[src/rtl/ctrl_port_pkg.sv]
package ctrl_port_pkg;
  localparam int WORD_W = 16;
  localparam int ATT_W  = 10;
  localparam int DE_W   = 2;
  localparam int TGT_W  = 2;
  localparam int TGT_HI = WORD_W - 1;
  localparam int MUTE_B = WORD_W - TGT_W - 1;

  typedef enum logic [TGT_W-1:0] {
    TGT_LEFT  = 2'b00,
    TGT_RIGHT = 2'b01,
    TGT_MODE  = 2'b10,
    TGT_RSVD  = 2'b11
  } tgt_e;

  typedef struct packed {
    logic [ATT_W-1:0] att;
    logic             mute;
  } chan_cfg_t;

  localparam chan_cfg_t CHAN_DEFAULT = '{att: '1, mute: 1'b0};
  localparam logic [DE_W-1:0] DE_DEFAULT = '0;
endpackage

[src/rtl/ctl_sync.sv]
module ctl_sync #(
  parameter int N = 3,
  parameter int STAGES = 2
) (
  input  logic         clk,
  input  logic         rst,
  input  logic [N-1:0] din,
  output logic [N-1:0] dout
);
  logic [N-1:0] chain [STAGES];

  always_ff @(posedge clk) begin
    if (rst) chain[0] <= '0;
    else     chain[0] <= din;
  end

  for (genvar s = 1; s < STAGES; s++) begin : g_stage
    always_ff @(posedge clk) begin
      if (rst) chain[s] <= '0;
      else     chain[s] <= chain[s-1];
    end
  end

  assign dout = chain[STAGES-1];
endmodule

[src/rtl/ctl_edge.sv]
module ctl_edge #(
  parameter int N = 2
) (
  input  logic         clk,
  input  logic         rst,
  input  logic [N-1:0] lvl,
  output logic [N-1:0] rise
);
  logic [N-1:0] prev;

  always_ff @(posedge clk) begin
    if (rst) prev <= '0;
    else     prev <= lvl;
  end

  for (genvar i = 0; i < N; i++) begin : g_rise
    assign rise[i] = lvl[i] & ~prev[i];
  end
endmodule

[src/rtl/ctl_shift.sv]
module ctl_shift #(
  parameter int WORD_W = 16,
  localparam int CNT_W = $clog2(WORD_W + 1)
) (
  input  logic              clk,
  input  logic              rst,
  input  logic              bit_stb,
  input  logic              bit_val,
  input  logic              ld_stb,
  output logic [WORD_W-1:0] word,
  output logic              commit
);
  localparam logic [CNT_W-1:0] FULL = CNT_W'(WORD_W);

  logic [WORD_W-1:0] sh_q;
  logic [CNT_W-1:0]  cnt_q;
  logic              full;

  assign full   = (cnt_q == FULL);
  assign commit = ld_stb & full;
  assign word   = sh_q;

  always_ff @(posedge clk) begin
    if (rst) begin
      sh_q  <= '0;
      cnt_q <= '0;
    end else if (ld_stb) begin
      cnt_q <= '0;
    end else if (bit_stb) begin
      sh_q <= {sh_q[WORD_W-2:0], bit_val};
      if (!full) cnt_q <= cnt_q + 1'b1;
    end
  end
endmodule

[src/rtl/ctl_bank.sv]
module ctl_bank
  import ctrl_port_pkg::*;
#(
  parameter int NCH = 2
) (
  input  logic              clk,
  input  logic              rst,
  input  logic              commit,
  input  logic [WORD_W-1:0] word,
  output chan_cfg_t [NCH-1:0] ch_cfg,
  output logic [DE_W-1:0]   de_sel
);
  logic [TGT_W-1:0] tgt;
  assign tgt = word[TGT_HI -: TGT_W];

  for (genvar c = 0; c < NCH; c++) begin : g_ch
    always_ff @(posedge clk) begin
      if (rst) begin
        ch_cfg[c] <= CHAN_DEFAULT;
      end else if (commit && tgt == TGT_W'(c)) begin
        ch_cfg[c].att  <= word[ATT_W-1:0];
        ch_cfg[c].mute <= word[MUTE_B];
      end
    end
  end

  always_ff @(posedge clk) begin
    if (rst) begin
      de_sel <= DE_DEFAULT;
    end else if (commit && tgt == TGT_MODE) begin
      de_sel <= word[DE_W-1:0];
    end
  end
endmodule

[src/rtl/ctrl_port_regs.sv]
module ctrl_port_regs
  import ctrl_port_pkg::*;
(
  input  logic             clk,
  input  logic             rst,
  input  logic             ser_clk,
  input  logic             ser_dat,
  input  logic             ser_ld,
  output logic [ATT_W-1:0] left_atten,
  output logic             left_mute,
  output logic [ATT_W-1:0] right_atten,
  output logic             right_mute,
  output logic [DE_W-1:0]  deemph_sel
);
  localparam int NCH = 2;

  logic [2:0]         s_lines;
  logic [1:0]         edges;
  logic               bit_rise;
  logic               ld_rise;
  logic               commit;
  logic [WORD_W-1:0]  shift_word;
  chan_cfg_t [NCH-1:0] cfg;

  ctl_sync #(.N(3), .STAGES(2)) u_sync (
    .clk (clk),
    .rst (rst),
    .din ({ser_ld, ser_dat, ser_clk}),
    .dout(s_lines)
  );

  ctl_edge #(.N(2)) u_edge (
    .clk (clk),
    .rst (rst),
    .lvl ({s_lines[2], s_lines[0]}),
    .rise(edges)
  );

  assign bit_rise = edges[0];
  assign ld_rise  = edges[1];

  ctl_shift #(.WORD_W(WORD_W)) u_shift (
    .clk    (clk),
    .rst    (rst),
    .bit_stb(bit_rise),
    .bit_val(s_lines[1]),
    .ld_stb (ld_rise),
    .word   (shift_word),
    .commit (commit)
  );

  ctl_bank #(.NCH(NCH)) u_bank (
    .clk   (clk),
    .rst   (rst),
    .commit(commit),
    .word  (shift_word),
    .ch_cfg(cfg),
    .de_sel(deemph_sel)
  );

  assign left_atten  = cfg[0].att;
  assign left_mute   = cfg[0].mute;
  assign right_atten = cfg[1].att;
  assign right_mute  = cfg[1].mute;
endmodule

[config.mk]
export PLATFORM = sky130hd
export DESIGN_NAME = ctrl_port_regs
export DESIGN_NICKNAME = d
export VERILOG_FILES = /design/src/rtl/ctrl_port_pkg.sv /design/src/rtl/ctl_sync.sv /design/src/rtl/ctl_edge.sv /design/src/rtl/ctl_shift.sv /design/src/rtl/ctl_bank.sv /design/src/rtl/ctrl_port_regs.sv
export SDC_FILE = /design/constraint.sdc
export NUM_CORES = 1
export LEC_CHECK = 0
export BUFFER_PORTS_ARGS = -buffer_cell sky130_fd_sc_hd__buf_2
export CAP_MARGIN = 20
export CORE_UTILIZATION = 35
export CTS_BUF_LIST = sky130_fd_sc_hd__clkbuf_4
export CTS_CLUSTER_DIAMETER = 100
export DETAILED_ROUTE_END_ITERATION = 16
export GPL_TIMING_DRIVEN = 1
export PLACE_DENSITY = 0.64
export SETUP_SLACK_MARGIN = 0.05
export SLEW_MARGIN = 20
export SYNTH_ARGS = -nofsm -noshare
export SYNTH_HDL_FRONTEND = slang
export SYNTH_SLANG_ARGS = --single-unit
export TNS_END_PERCENT = 20
[constraint.sdc]
create_clock -name clk -period 2.05 [get_ports clk]
set_input_delay 0.615 -clock clk [delete_from_list [all_inputs] [get_ports clk]]
set_output_delay 0.615 -clock clk [all_outputs]
set_load 0.02 [all_outputs]
==> metrics <==
Mean Syn Cell Area=9.316 sq um; clock sinks=53; most frequent cells in the layout=dfxtp_1, nor2_1, buf_2; number of diodes=0; WP data arrival=1930 ps; setup bufs post-CTS=0; Seq pwr share=0.658; Reg area=0.001061 sq mm; peak per-stage delay on the critical path=580 ps; wire per inst=12.23 um; crit path time final=1655 ps; fin. max-slew vios=0; Fmax=604.1 MHz; Switching Power=0.3740 mW; maximum vdd drop=324.4 uV; Worst-Margin Slew=388.7 ps; worst r2r path cells=5; simple-gate portion of the synthesized area=0.2076; Worst Setup SP=u_shift.cnt_q[0]$_SDFFE_PP0P_; commonest non-fill, non-tap cell in the layout=dfxtp_1; largest net degree at the start of global routing=32; core area=0.005574 sq mm; critical path required time=2320 ps; vias in the first global route=1,520; Root Driver=clkbuf_4; detailed-router iteration count before antenna repair=4; CTS Hold Bufs=0; num rows=27; Initial DRC Count=99; hold depth=2; H-tree Lvls=2; clock-pin slew on the worst setup and hold paths=150 ps; Initial Utilization=0.3677; Synth Area in XOR/XNOR=0; Yosys reg bits=53; Internal=1.210 mW; Comb pwr share=0.045; Netlist cell types=24; CP Capture Type=register; WS Path Type=register to register; worst reg2reg path startpoint=u_shift.cnt_q[0]$_SDFFE_PP0P_; CTS resizes=0; Hold EP=u_sync.chain[0][0]$_SDFF_PP0_; Mapped Cells=220; sequential fraction of the synthesis area=0.5177; fillcell total=560; mux cell area share after synthesis=0.1123; area of the multi-input gates=900.9 sq um; antenna violations before repair=0; Total Nets Final=254; Hold Path Class=primary input to register; first-pass GRT wire length=6817 um; CP startpoint kind=register; status=complete, no violations; Final Hold Violating Endpoints=0; Synth Area in Compound Gates=0.1074; Yosys warnings=0; CP max stage cell=or4_4; IO Pins=29; Async SR Flop Fraction=0; layout cells sized above 1=0.1935; Sw Ratio=0.2362; GR Util All Layers=0.1389; hpwl dp=2633 um; EDFF count, synth=0; P per Cell Area=676.8 mW/mm^2; flop-to-flop setup slack=390 ps; post-place setup slack=409.8 ps; Leak Pwr=0.8785 nW; WL final=3915 um; number of port buffers=28; clock network fraction of design power=0.297; total negative slack=0 ps; crit share post-route=0.8075; crit-path cells=inv_1 -> ha_1 -> nand4bb_4 -> or4_4 -> mux2i_1; Bufs on Longest Clock Path=2; Layout area overhead=14.16%; DIE WIDTH=78.52 um; main flop type after synthesis=dfxtp_1; Die Ht=78.52 um; Die ar.=0.006165 sq mm; Cell Area, Synth=0.002049 sq mm; Clock Skew=11.84 ps; Vias per Instance=4.978; gpl congestion=0.7181; RSZ-0062 raised after global routing=false; DRC violations left=0; endpoints failing setup=0; worst setup margin=394.7 ps; TritonCTS buffer count=5; TritonCTS clock tree=built; Mapped Nets=227; largest family of logic cells by synthesized area=simple AND/OR/NAND/NOR gates; Clk Latency, worst-skew pair=370 ps; CP max FO=11; grt ovf=0; adder-cell area share of the yosys netlist=0.01221; Max-cap violations=0; Vias=1,593; Hold Startpoint=ser_clk; relative max-transition margin=0.7409; FF-to-FF End=u_bank.ch_cfg[7]$_SDFFE_PP1P_; ANT nets after route=0
==> worst max-delay path: cells and delay by family, from the launching register on <==
family                     cells  cell delay (ps)
buffers and inverters          1               90
and+or+nand+nor                2              750
muxes                          1              160
adders and majority gates      1              210
DFF                            1              360
==> how the worst max path moves through the flow <==
stage	to	depth (start not counted)
finish	u_bank.ch_cfg[7]$_SDFFE_PP1P_	5
floorplan	u_bank.ch_cfg[1]$_SDFFE_PP1P_	6
global placement	u_bank.ch_cfg[9]$_SDFFE_PP1P_	5
CTS	u_bank.ch_cfg[7]$_SDFFE_PP1P_	5
global route	u_bank.ch_cfg[7]$_SDFFE_PP1P_	5
detailed placement	u_bank.ch_cfg[7]$_SDFFE_PP1P_	5
==> per-layer routing <==
layer	vias to the layer above	global-route usage	part of all wire
li1	811	-	-
met1	741	0.1750	0.49
met2	36	0.2287	0.46
met3	5	0.03721	0.042
met4	0	0.04444	0.0097
met5	-	0	0
==> power by group through the flow <==
stage / sequential, mW / clock [mW] / combinational (mW)
2_1_floorplan: 1.06 / 0 / 0.0481
3_3_place_gp: 1.06 / 0 / 0.0723
3_5_place_dp: 1.06 / 0 / 0.0727
4_1_cts: 1.04 / 0.494 / 0.0730
5_1_grt: 1.04 / 0.538 / 0.0809
6_report: 1.04 / 0.470 / 0.0717
==> layout make-up <==
cell class	count	area share
clock buffer	6	0.01925
clock inverter	2	0.006417
inverter	4	0.006417
multi-input combinational	147	0.3850
sequential	53	0.4535
tap	72	0.03850
timing repair buffer	36	0.09091
==> per-stage QoR <==
step	cells	utilization	hold WS, ps	instance area [sq um]	total power, mW
floorplan	220	-	413.8	2049	1.111
global placement	312	0.4090	423.1	2280	1.136
detailed placement	312	0.4090	431.4	2280	1.137
CTS	320	0.4198	432.7	2340	1.609
global route	320	0.4198	431.5	2340	1.663
finish	320	0.4198	447.0	2340	1.584
==> Yosys cell counts, types with 3 or more instances <==
cell type / number / area [sq um]
o21ai_0: 22 / 110.1
nor2_1: 30 / 112.6
nand4_1: 3 / 18.77
inv_1: 4 / 15.01
nor2b_1: 11 / 68.82
nand2_1: 4 / 15.01
dfxtp_1: 53 / 1061
mux2i_1: 23 / 230.2
nand3_1: 20 / 100.1
a21oi_1: 22 / 110.1
clkbuf_1: 11 / 41.29
==> logic make-up after synthesis <==
kind of cell	Yosys count
AND/OR/NAND/NOR	78
flip-flops	53
AO/OA/AOI/OAI	44
multiplexers	23
buffers and inverters	20
adder cells (fa/ha/maj)	2
==> state kept, by name (all words and copies together) (netlist names) <==
register and count:
u_shift.cnt_q 5, u_bank.ch_cfg 22, u_sync.chain 6, u_bank.de_sel 2, u_shift.word 16, u_edge.prev 2
(Power assumes the default switching activity.)
